## src/rtl/cntdn_pkg.sv

```systemverilog
package cntdn_pkg;

    localparam int REG_AW = 3;

    // word addresses of the register map
    localparam logic [REG_AW-1:0] A_LOAD   = 3'd0;
    localparam logic [REG_AW-1:0] A_CUR    = 3'd1;
    localparam logic [REG_AW-1:0] A_RUN    = 3'd2;
    localparam logic [REG_AW-1:0] A_IRQEN  = 3'd3;
    localparam logic [REG_AW-1:0] A_WAKEEN = 3'd4;
    localparam logic [REG_AW-1:0] A_STAT   = 3'd5;

    // number of single-bit control registers starting at A_RUN
    localparam int N_CTL = 3;

    typedef enum logic [1:0] {
        ST_IDLE = 2'd0,
        ST_RUN  = 2'd1,
        ST_DONE = 2'd2
    } cntdn_state_e;

endpackage

```

## src/rtl/cntdn_regs.sv

```systemverilog
module cntdn_regs
    import cntdn_pkg::*;
#(
    parameter int DATA_W = 32,
    parameter int CNT_W  = 32
) (
    input  logic              clk,
    input  logic              rst_n,
    input  logic              bus_we,
    input  logic [REG_AW-1:0] bus_addr,
    input  logic [DATA_W-1:0] bus_wdata,
    input  logic [CNT_W-1:0]  cur_val,
    input  logic              pend,
    output logic              load_we,
    output logic [CNT_W-1:0]  load_val,
    output logic              run_en,
    output logic              irq_en,
    output logic              wake_en,
    output logic              clr_pend,
    output logic [DATA_W-1:0] bus_rdata
);

    logic [CNT_W-1:0] load_q;
    logic             ctl_q [N_CTL];

    assign load_we  = bus_we && (bus_addr == A_LOAD);
    assign load_val = bus_wdata[CNT_W-1:0];
    assign clr_pend = bus_we && (bus_addr == A_STAT) && bus_wdata[0];

    always_ff @(posedge clk) begin
        if (!rst_n) begin
            load_q <= '0;
        end else if (load_we) begin
            load_q <= load_val;
        end
    end

    // one flop per control bit, at consecutive addresses from A_RUN
    for (genvar i = 0; i < N_CTL; i++) begin : g_ctl
        localparam logic [REG_AW-1:0] MY_ADDR = REG_AW'(int'(A_RUN) + i);
        always_ff @(posedge clk) begin
            if (!rst_n) begin
                ctl_q[i] <= 1'b0;
            end else if (bus_we && (bus_addr == MY_ADDR)) begin
                ctl_q[i] <= bus_wdata[0];
            end
        end
    end

    assign run_en  = ctl_q[0];
    assign irq_en  = ctl_q[1];
    assign wake_en = ctl_q[2];

    function automatic logic [DATA_W-1:0] zext(input logic [CNT_W-1:0] v);
        logic [DATA_W-1:0] r;
        r = '0;
        r[CNT_W-1:0] = v;
        return r;
    endfunction

    always_comb begin
        bus_rdata = '0;
        case (bus_addr)
            A_LOAD:   bus_rdata = zext(load_q);
            A_CUR:    bus_rdata = zext(cur_val);
            A_RUN:    bus_rdata[0] = run_en;
            A_IRQEN:  bus_rdata[0] = irq_en;
            A_WAKEEN: bus_rdata[0] = wake_en;
            A_STAT:   bus_rdata[0] = pend;
            default:  bus_rdata = '0;
        endcase
    end

endmodule

```

## src/rtl/cntdn_fsm.sv

```systemverilog
module cntdn_fsm
    import cntdn_pkg::*;
#(
    parameter int CNT_W = 32
) (
    input  logic             clk,
    input  logic             rst_n,
    input  logic             tick,
    input  logic             run_en,
    input  logic             load_we,
    input  logic [CNT_W-1:0] load_val,
    output logic [CNT_W-1:0] count,
    output logic             expire,
    output cntdn_state_e     state
);

    localparam logic [CNT_W-1:0] ONE = CNT_W'(1);

    cntdn_state_e     nxt_state;
    logic [CNT_W-1:0] cnt_q;
    logic [CNT_W-1:0] nxt_cnt;
    logic             cnt_zero;

    assign cnt_zero = (cnt_q == '0);
    assign count    = cnt_q;

    // state register
    always_ff @(posedge clk) begin
        if (!rst_n) begin
            state <= ST_IDLE;
        end else begin
            state <= nxt_state;
        end
    end

    // count register
    always_ff @(posedge clk) begin
        if (!rst_n) begin
            cnt_q <= '0;
        end else begin
            cnt_q <= nxt_cnt;
        end
    end

    // next state, next count and expiry pulse
    always_comb begin
        nxt_state = state;
        nxt_cnt   = cnt_q;
        expire    = 1'b0;
        if (load_we) begin
            nxt_cnt = load_val;
        end
        unique case (state)
            ST_IDLE, ST_RUN: begin
                if (!run_en) begin
                    nxt_state = ST_IDLE;                 // stop / hold
                end else if (load_we) begin
                    nxt_state = (load_val == '0) ? ST_DONE : ST_RUN;
                end else if (cnt_zero) begin
                    nxt_state = ST_DONE;                 // start_empty
                end else if (tick) begin
                    nxt_cnt = cnt_q - ONE;
                    if (cnt_q == ONE) begin
                        expire    = 1'b1;                // expire
                        nxt_state = ST_DONE;
                    end else begin
                        nxt_state = ST_RUN;
                    end
                end else begin
                    nxt_state = ST_RUN;                  // start
                end
            end
            ST_DONE: begin
                if (!run_en) begin
                    nxt_state = ST_IDLE;                 // stop
                end else if (load_we && (load_val != '0)) begin
                    nxt_state = ST_RUN;                  // reload
                end else begin
                    nxt_state = ST_DONE;
                end
            end
            default: begin
                nxt_state = ST_IDLE;
            end
        endcase
    end

endmodule

```

## src/rtl/cntdn_flag.sv

```systemverilog
module cntdn_flag (
    input  logic clk,
    input  logic rst_n,
    input  logic expire,
    input  logic clr_pend,
    input  logic irq_en,
    input  logic wake_en,
    output logic pend,
    output logic irq_o,
    output logic wake_o
);

    // an expiry in the same cycle as a clear wins, so no event is lost
    always_ff @(posedge clk) begin
        if (!rst_n) begin
            pend <= 1'b0;
        end else if (expire) begin
            pend <= 1'b1;
        end else if (clr_pend) begin
            pend <= 1'b0;
        end
    end

    always_comb begin
        irq_o  = pend && irq_en;
        wake_o = pend && wake_en;
    end

endmodule

```

## src/rtl/cntdn_alarm.sv

```systemverilog
module cntdn_alarm
    import cntdn_pkg::*;
#(
    parameter int DATA_W = 32,
    parameter int CNT_W  = 32
) (
    input  logic              clk,
    input  logic              rst_n,
    input  logic              tick_1hz,
    input  logic              bus_we,
    input  logic [REG_AW-1:0] bus_addr,
    input  logic [DATA_W-1:0] bus_wdata,
    output logic [DATA_W-1:0] bus_rdata,
    output logic              irq_o,
    output logic              wake_o
);

    logic             load_we;
    logic [CNT_W-1:0] load_val;
    logic             run_en;
    logic             irq_en;
    logic             wake_en;
    logic             clr_pend;
    logic [CNT_W-1:0] cnt_q;
    logic             expire;
    logic             pend_q;
    cntdn_state_e     fsm_state;

    cntdn_regs #(.DATA_W(DATA_W), .CNT_W(CNT_W)) u_regs (
        .clk       (clk),
        .rst_n     (rst_n),
        .bus_we    (bus_we),
        .bus_addr  (bus_addr),
        .bus_wdata (bus_wdata),
        .cur_val   (cnt_q),
        .pend      (pend_q),
        .load_we   (load_we),
        .load_val  (load_val),
        .run_en    (run_en),
        .irq_en    (irq_en),
        .wake_en   (wake_en),
        .clr_pend  (clr_pend),
        .bus_rdata (bus_rdata)
    );

    cntdn_fsm #(.CNT_W(CNT_W)) u_fsm (
        .clk      (clk),
        .rst_n    (rst_n),
        .tick     (tick_1hz),
        .run_en   (run_en),
        .load_we  (load_we),
        .load_val (load_val),
        .count    (cnt_q),
        .expire   (expire),
        .state    (fsm_state)
    );

    cntdn_flag u_flag (
        .clk      (clk),
        .rst_n    (rst_n),
        .expire   (expire),
        .clr_pend (clr_pend),
        .irq_en   (irq_en),
        .wake_en  (wake_en),
        .pend     (pend_q),
        .irq_o    (irq_o),
        .wake_o   (wake_o)
    );

endmodule

```

## config.mk

```make
export PLATFORM = sky130hd
export DESIGN_NAME = cntdn_alarm
export DESIGN_NICKNAME = d
export VERILOG_FILES = /design/src/rtl/cntdn_pkg.sv /design/src/rtl/cntdn_regs.sv /design/src/rtl/cntdn_fsm.sv /design/src/rtl/cntdn_flag.sv /design/src/rtl/cntdn_alarm.sv
export SDC_FILE = /design/constraint.sdc
export NUM_CORES = 1
export LEC_CHECK = 0
export ABC_AREA = 1
export BUFFER_PORTS_ARGS = -buffer_cell sky130_fd_sc_hd__buf_2
export CORE_UTILIZATION = 40
export DETAILED_ROUTE_END_ITERATION = 10
export PLACE_DENSITY_LB_ADDON = 0.05
export SETUP_SLACK_MARGIN = 0.3
export SLEW_MARGIN = 30
export SYNTH_ARGS = -nofsm -noshare
export SYNTH_HDL_FRONTEND = slang
export SYNTH_SLANG_ARGS = --single-unit
```

## constraint.sdc

```tcl
create_clock -name clk -period 2.05 [get_ports clk]
set_input_delay 0.3075 -clock clk [delete_from_list [all_inputs] [get_ports clk]]
set_output_delay 0.3075 -clock clk [all_outputs]
set_load 0.05 [all_outputs]
```

Word-level counts from Yosys, hierarchy flattened
Memory sizes are Yosys's and may differ from the RTL's.
Cells that the tools add are included.
{"block": "op_classes", "bitwise_logic": 3, "reduce_logical": 16, "n_mux": 38, "eq_ne": 8, "addsub": 1}
{"op": "$mux 32", "count": 6}
{"op": "$logic_not 32->1", "count": 2}
{"op": "$pmux 31 s2", "count": 1}
{"op": "$eq 32x1->1 const B", "count": 1}
{"op": "$reduce_bool 32->1", "count": 1}
{"op": "$sub 32x1->32 const B", "count": 1}
{"op": "$mux 1", "count": 21}
{"op": "$mux 2", "count": 8}
{"op": "$logic_and 1x1->1", "count": 9}
{"op": "$eq 3x2->1 const B", "count": 2}
{"op": "$eq 3x3->1 const B", "count": 2}
{"op": "$pmux 1 s6", "count": 1}
{"op": "$pmux 2 s2", "count": 1}
{"op": "$eq 3x1->1 const B", "count": 1}
{"op": "$logic_not 3->1", "count": 1}
{"op": "$or 1x1->1", "count": 3}
{"op": "$eq 2x1->1 const B", "count": 1}
{"op": "$eq 2x2->1 const B", "count": 1}
{"op": "$logic_not 2->1", "count": 1}
{"op": "$reduce_bool 2->1", "count": 1}
{"op": "$reduce_or 2->1", "count": 1}
{"block": "word_totals", "ramBits": 3, "mem_count": 1, "elab_cells": 71, "inputBits": 39, "register_bits": 67, "output_inout_bits": 34}
{"name": "u_regs.ctl_q", "depth": 3, "word_bits": 1, "read_ports": 3, "rd_clocked_by_memory_dff": 0, "wr": 3, "line": "cntdn_regs.sv:24", "source": "logic ctl_q [N_CTL];"}

Logic depth before layout (Yosys ltp)
Gate-level depths: netlist of the first run.
{"block": "logic_depth", "ltp_word": 8, "ltp_mapped": 12, "ltp_nobuf": 12}

Cells and area by module
A second synthesis of the first run with hierarchy kept.
{"block": "hier_totals", "hier_cells": 868, "area_unflattened_um2": 5067.4}
{"mod": "cntdn_fsm", "area_each_um2": 2872.8, "seq_area_each_um2": 680.7, "n_inst": 1, "cells_each": 521}
{"mod": "cntdn_regs", "area_each_um2": 2135.8, "seq_area_each_um2": 720.7, "n_inst": 1, "cells_each": 337}
{"mod": "cntdn_flag", "area_each_um2": 58.8, "seq_area_each_um2": 20.0, "n_inst": 1, "cells_each": 10}

Worst setup path before layout of the first run
OpenSTA, ideal clock, no wires.
{"block": "synth_timing", "path_type": "in2out", "from": "input bus_addr[0]", "to": "output bus_rdata[10]", "n_path_buf": 1, "setup_slack_ps": -114, "required_time_ps": 1742, "arrival_time_ps": 1857, "cell_stages": 5, "path_cell_list": "inv_1 -> nor2_1 -> nand2_1 -> clkbuf_1 -> o21ai_0"}
{"block": "synth_between", "elab_chain_len": 2, "word_cells_on_any_way": 3, "cone_classes": "1 x eq/ne; 1 x mux; 1 x reduce/logical"}
{"item": "start: declaration", "line": "cntdn_alarm.sv:11", "source": "input logic [REG_AW-1:0] bus_addr,"}
{"item": "$eq 3x1->1 / $logic_not 3->1 (equally long branches)", "line": "cntdn_regs.sv:63", "source": "case (bus_addr)"}
{"item": "$pmux 31 s2 *", "line": "cntdn_regs.sv:63"}
{"item": "end: declaration", "line": "cntdn_alarm.sv:13", "source": "output logic [DATA_W-1:0] bus_rdata,"}
Mark *: on every way between the ends. The rest lies on a longest branch, timed or not.

Worst setup path in the final report of the first run
{"block": "layout_timing", "from": "register u_fsm.cnt_q[0], in the netlist u_fsm.count[0]", "to": "register u_fsm.cnt_q[24], in the netlist u_fsm.count[24]"}
{"block": "layout_between", "elab_chain_len": 6, "word_cells_on_any_way": 7, "cone_classes": "1 x add/sub; 5 x mux; 1 x reduce/logical"}
{"item": "start: declaration", "line": "cntdn_fsm.sv:20", "source": "logic [CNT_W-1:0] cnt_q;"}
{"item": "start signal: assignment", "line": "cntdn_fsm.sv:41", "source": "cnt_q <= nxt_cnt;"}
{"item": "$sub 32x1->32", "line": "cntdn_fsm.sv:62", "source": "nxt_cnt = cnt_q - ONE;"}
{"item": "$mux 32", "line": "cntdn_fsm.sv:61", "source": "end else if (tick) begin"}
{"item": "$mux 32 *", "line": "cntdn_fsm.sv:59", "source": "end else if (cnt_zero) begin"}
{"item": "$mux 32 *", "line": "cntdn_fsm.sv:57", "source": "end else if (load_we) begin"}
{"item": "$mux 32 *", "line": "cntdn_fsm.sv:55", "source": "if (!run_en) begin"}
{"item": "$mux 32 *", "line": "cntdn_fsm.sv:53", "source": "unique case (state)"}
Marks and branches as above.
A chain may end at the register's enable or synchronous reset.

==> impl_metrics.env, run 1 <==
export IMPL_status="complete, no violations"
export IMPL_gp_congestion=0.870
export IMPL_drive_gt1_share_pct=26.5
export IMPL_max_slew_worst_pin_slew_ns=0.465
export IMPL_synth_common_cells="nand2_1 (226), nor2_1 (87), a21oi_1 (80)"
export IMPL_antenna_found_initial=0
export IMPL_period_needed_ns=1.77
export IMPL_grt_max_degree=35
export IMPL_synth_ff_type="dfxtp_1"
export IMPL_fp_dieH_microns=105
export IMPL_syn_num_nets=741
export IMPL_area_growth_syn_to_layout_pct=33.5
export IMPL_ios=73
export IMPL_routed_via_density=5.17
export IMPL_post_place_ws_ns=0.123
export IMPL_cts_max_path_buffers=2
export IMPL_grt_pass1_wl_mm=21.9
export IMPL_synth_most_common_cell="nand2_1"
export IMPL_setup_ws_ns=0.281
export IMPL_min_to="u_fsm.count[1]"
export IMPL_ys_async_sr_fraction_pct=0
export IMPL_min_path_cells=3
export IMPL_grt_usage_pct=24.8
export IMPL_ys_seq_area_share_pct=33.7
export IMPL_detail_route_iter0_violations=231
export IMPL_antenna_left=0
export IMPL_cts_tree="built"
export IMPL_path_max_fanout=7
export IMPL_p_leak_uw=0.00240
export IMPL_fin_hold_ws_ns=0.232
export IMPL_required_ns=2.35
export IMPL_rr_startpoint="u_fsm.count[0]"
export IMPL_synth_top_area_share_pct=32.3
export IMPL_holdCritPathClass="in2reg"
export IMPL_initial_core_util_pct=41.0
export IMPL_finalCritPeriodShare_pct=86.3
export IMPL_fp_dieW_microns=105
export IMPL_finalWirelength_mm=13.8
export IMPL_yosysTopAreaCell="dfxtp_1"
export IMPL_clk_insertion_delay_late_ns=0.36
export IMPL_via_count=4861
export IMPL_reg2reg_slack_ns=0.28
export IMPL_dieArea_sq_um=10900
export IMPL_crit_path_start_kind="flop"
export IMPL_hold_viol_final=0
export IMPL_crit_path_end_kind="flop"
export IMPL_gr_total_overflow=0
export IMPL_path_clk_slew_ns=0.09
export IMPL_criticalPathCategory="reg2reg"
export IMPL_fmax_mhz=565
export IMPL_ys_seq_elements=70
export IMPL_rows=37
export IMPL_fin_skew_ns=0.0159
export IMPL_reg2reg_depth=10
export IMPL_r2r_end="u_fsm.count[24]"
export IMPL_cts_made_buffers=9
export IMPL_synth_edf_count=2
export IMPL_grt_pass1_vias=4597
export IMPL_synthCells=700
export IMPL_clkSinkCount=70
export IMPL_drc=0
export IMPL_rsz0062_at_grt="true"
export IMPL_holdBufCountCts=0
export IMPL_crit_arrival_ns=2.07
export IMPL_io_buffers=72
export IMPL_slew_violations=0
export IMPL_wire_per_inst_microns=14.7
export IMPL_ir_worst_vdd_uv=377
export IMPL_post_dp_hpwl_mm=9.93
export IMPL_synth_area_leaders="dfxtp_1 (32%), nand2_1 (20%), a21oi_1 (9.5%)"
export IMPL_synth_warnings=0
export IMPL_syn_area_sq_um=4210
export IMPL_hp_start="bus_wdata[1]"
export IMPL_ys_types=32
export IMPL_avgSynthCellArea_sq_um=6.02
export IMPL_diodes=0
export IMPL_setup_violations=0
export IMPL_drtPass1Iterations=6
export IMPL_power_uw=5160
export IMPL_core_area_sq_um=10300
export IMPL_fin_tns_setup_ns=0
export IMPL_layout_nets=840
export IMPL_h_tree_depth=3
export IMPL_p_per_area_nw_per_um2=918
export IMPL_root_buffer="clkbuf_8"
export IMPL_relSlewSlack_pct=68.7
export IMPL_cap_violations=0
## critical path, cell delays in order (launching register included)
cell        delay, ns
dfxtp_4          0.37
inv_6            0.07
ha_4             0.14
nand2_4          0.05
nor2_4           0.13
nand3_4          0.13
o21ai_4          0.27
nand2_4          0.11
clkinvlp_4       0.19
nand2_1          0.11
a21oi_2          0.13
## what timing repair did
action / CTS / global route
setup endpoints to repair: 65 / 67
gates resized for setup: 53 / 90
setup buffers: 3 / 13
hold endpoints to repair: 0 / 0
pin swaps: 3 / 35
gates cloned: 0 / 2
## per-layer routing
metal,vias up,part of all wire [%],track usage (%)
li1,2468,-,-
met1,2231,45,32.4
met2,137,48,41.3
met3,25,4.1,3.06
met4,0,2.4,9.86
met5,-,0,0
## state kept, by name, summed over array words and instances, names as in the netlist
signal / flops
u_regs.ctl_q: 3
u_fsm.state: 2
u_fsm.count: 32
u_flag.pend: 1
u_regs.load_q: 32
## area by class of cell
type                            instances  area, sq um
Fill cell                            1071         4650
Multi-Input combinational cell        541         2700
Sequential cell                        70         1430
Timing Repair Buffer                  116          861
Inverter                               61          244
Tap cell                              136          170
Clock buffer                           10          138
Clock inverter                          6         85.1
## worst max-delay path by stage
| stage | end | depth (start not counted) | from |
|---|---|---|---|
| final | u_fsm.count[24] | 10 | u_fsm.count[0] |
| after CTS | bus_rdata[0] | 5 | u_regs.ctl_q[0] |
| after detailed placement | u_fsm.count[0] | 12 | u_fsm.count[0] |
| after floorplan | bus_rdata[10] | 5 | bus_addr[0] |
| after global routing | u_fsm.count[24] | 10 | u_fsm.count[0] |
| after global placement | u_fsm.count[4] | 11 | u_fsm.count[1] |
## per-stage QoR
| stage | util, % | cells | cell area [sq um] |
|---|---|---|---|
| global placement | 47.0 | 906 | 4830 |
| CTS | 50.7 | 925 | 5210 |
| global route | 54.7 | 940 | 5630 |
| finish | 54.7 | 940 | 5630 |
| detailed placement | 47.0 | 906 | 4830 |
| floorplan | - | 700 | 4210 |
## power breakdown
part,total (uW),internal (uW),switching (uW)
sequential,1600,1470,126
combinational,2290,833,1450
clock,1280,714,563
## logic make-up (layout without fill, tap and decap cells)
group / Yosys count / in the layout / synth area share [%]
adder cells (fa/ha/maj): 2 / 2 / 0.594
buffers and inverters: 89 / 193 / 8.61
XOR/XNOR: 3 / 3 / 0.624
AND/OR/NAND/NOR: 386 / 386 / 37.9
flip-flops: 70 / 70 / 33.7
AO/OA/AOI/OAI: 150 / 150 / 18.5
## cell usage in the layout, fill, tap and decap left out, drive strengths merged, types with 4 or more instances in the layout
cell type  netlist  layout
nand2          228     228
nand3           43      43
nor2            94      94
inv             59      58
clkinvlp         0       4
clkbuf          13      11
o21ai           65      65
a21oi           80      80
buf             15     115
nor3             7       7
dfxtp           68      68
nand4            7       7
No activity file was read; power rests on OpenSTA's default activity.
==> run 2, diff against run 1 <==
GPL_TIMING_DRIVEN = 0   (was not set)
==> impl_metrics.env, run 2 (synthesized netlist as in run 1, its figures left out) <==
export IMPL_status="complete, no violations"
export IMPL_slew_violations=0
export IMPL_crit_path_start_kind="input pin"
export IMPL_root_buffer="clkbuf_8"
export IMPL_dieArea_sq_um=10900
export IMPL_io_buffers=72
export IMPL_finalWirelength_mm=14.9
export IMPL_p_per_area_nw_per_um2=886
export IMPL_required_ns=1.74
export IMPL_cpMaxStageDelayCell="clkbuf_8"
export IMPL_path_clk_slew_ns=0.08
export IMPL_cp_cell_sequence="buf_2, inv_1, nor2_4, nand2_2, clkbuf_8, o21ai_1, inv_1, nand4_1, buf_6"
export IMPL_fmax_mhz=563
export IMPL_max_slew_worst_pin_slew_ns=0.681
export IMPL_wire_per_inst_microns=15.7
export IMPL_p_leak_uw=0.00241
export IMPL_relSlewSlack_pct=54.6
export IMPL_cts_max_path_buffers=2
export IMPL_grt_pass1_vias=4639
export IMPL_crit_path_end_kind="output port"
export IMPL_holdCritPathClass="in2reg"
export IMPL_holdBufCountCts=0
export IMPL_grt_usage_pct=27.3
export IMPL_core_area_sq_um=10300
export IMPL_p_comb_share_pct=45.8
export IMPL_hold_viol_final=0
export IMPL_ios=73
export IMPL_intPower_uw=2860
export IMPL_cts_tree="built"
export IMPL_drtPass1Iterations=5
export IMPL_ir_worst_vdd_uv=405
export IMPL_seq_power_share_pct=31.9
export IMPL_gr_total_overflow=0
export IMPL_max_stage_delay_ns=0.19
export IMPL_crit_arrival_ns=1.47
export IMPL_h_tree_depth=3
export IMPL_dp_cells=908
export IMPL_period_needed_ns=1.77
export IMPL_path_buf_inv=5
export IMPL_clk_insertion_delay_late_ns=0.36
export IMPL_finalCritPeriodShare_pct=86.6
export IMPL_cap_violations=0
export IMPL_switching_share_pct=43.1
export IMPL_post_dp_hpwl_mm=10.7
export IMPL_antenna_left=0
export IMPL_cts_made_buffers=9
export IMPL_layout_nets=847
export IMPL_cpMostUsedCell="inv_1"
export IMPL_crit_family="buffers and inverters"
export IMPL_fp_dieW_microns=105
export IMPL_grt_pass1_wl_mm=23.1
export IMPL_rows=37
export IMPL_drc=0
export IMPL_clkSinkCount=70
export IMPL_fin_tns_setup_ns=0
export IMPL_layout_common_cells="nand2_1 (205), nor2_1 (69), a21oi_1 (66)"
export IMPL_gp_congestion=0.920
export IMPL_routed_via_density=5.24
export IMPL_layout_cells_non_filler=947
export IMPL_via_count=4959
export IMPL_path_max_fanout=10
export IMPL_diodes=0
export IMPL_fin_skew_ns=0.0122
export IMPL_detail_route_iter0_violations=317
export IMPL_area_growth_syn_to_layout_pct=34.9
export IMPL_setup_violations=0
export IMPL_p_sw_uw=2170
export IMPL_power_frac_clock_pct=22.3
export IMPL_initial_core_util_pct=41.0
export IMPL_fp_dieH_microns=105
export IMPL_drive_gt1_share_pct=28.9
export IMPL_layout_commonest_cell="nand2_1"
export IMPL_antenna_found_initial=0
export IMPL_rsz0062_at_grt="true"
export IMPL_grt_max_degree=12
export IMPL_criticalPathCategory="in2out"
[run 2: changes by cell type in the layout (fill, tap and decap cells not counted), moves of 7 or more]
| cell | change |
|---|---|
| buf_2 | +9 |
| buf_4 | -20 |
| buf_6 | +7 |
| clkbuf_1 | +10 |
| dfxtp_1 | -7 |
| dfxtp_2 | +8 |
| nand2_1 | -8 |
| nand2_2 | +8 |
| o21ai_1 | -10 |
[run 2: worst paths after layout]
path / startpoint / end / slack, ns / depth (start not counted)
worst max-delay path: bus_addr[0] / bus_rdata[0] / 0.28 / 9
worst min-delay path: bus_wdata[11] / u_fsm.count[11] / 0.23 / 3
worst max register to register: u_fsm.count[1] / u_fsm.count[7] / 0.28 / 11
worst min register to register: u_regs.load_q[27] / u_regs.load_q[27] / 0.46 / 2
[run 2: layer usage]
metal / vias to the layer above / GRT usage (%) / part of all wire (%) / routed length (microns)
met1: 2306 / 35.2 / 45 / 6710
met3: 32 / 5.18 / 5.1 / 761
met5: - / 0 / 0 / 0
met2: 141 / 44.3 / 47 / 6990
met4: 0 / 11.5 / 2.6 / 388
li1: 2480 / - / - / -
[run 2: worst min-delay path: stages]
cell     delay, ns
buf_2         0.10
nand2_1       0.09
a21oi_2       0.05
[run 2: stage by stage]
| stage | instance area (sq um) | util, % | hold slack, ns | power, uW | setup WS, ns |
|---|---|---|---|---|---|
| after floorplan | 4210 | - | 0.428 | 2890 | 0.225 |
| after global routing | 5680 | 55.3 | 0.237 | 5360 | 0.169 |
| final | 5680 | 55.3 | 0.225 | 5030 | 0.275 |
| after CTS | 5300 | 51.5 | 0.225 | 4720 | 0.275 |
| after detailed placement | 4740 | 46.2 | 0.453 | 3380 | -0.172 |
| after global placement | 4740 | 46.2 | 0.449 | 3360 | -0.147 |
[run 2: timing repair]
action                                  4_1_cts  5_1_grt
endpoints found under the setup margin       66       93
buffers inserted                             13        8
gates resized for setup                      95       92
cloned                                        1        1
pin swaps                                    11       32
[run 2: power by group through the flow]
stage	clock, uW	combinational, uW	sequential, uW
6_report	1120	2300	1610
5_1_grt	1210	2530	1620
4_1_cts	1130	1990	1590
3_5_place_dp	0	1770	1610
3_3_place_gp	0	1750	1610
2_1_floorplan	0	1320	1580
[run 2: cell type report]
class	count	area, sq um
Sequential cell	70	1440
Fill cell	1091	4590
Buffer	28	213
Tap cell	136	170
Timing Repair Buffer	95	693
Clock inverter	4	47.5
Multi-Input combinational cell	541	2750
Clock buffer	12	135
Inverter	61	236
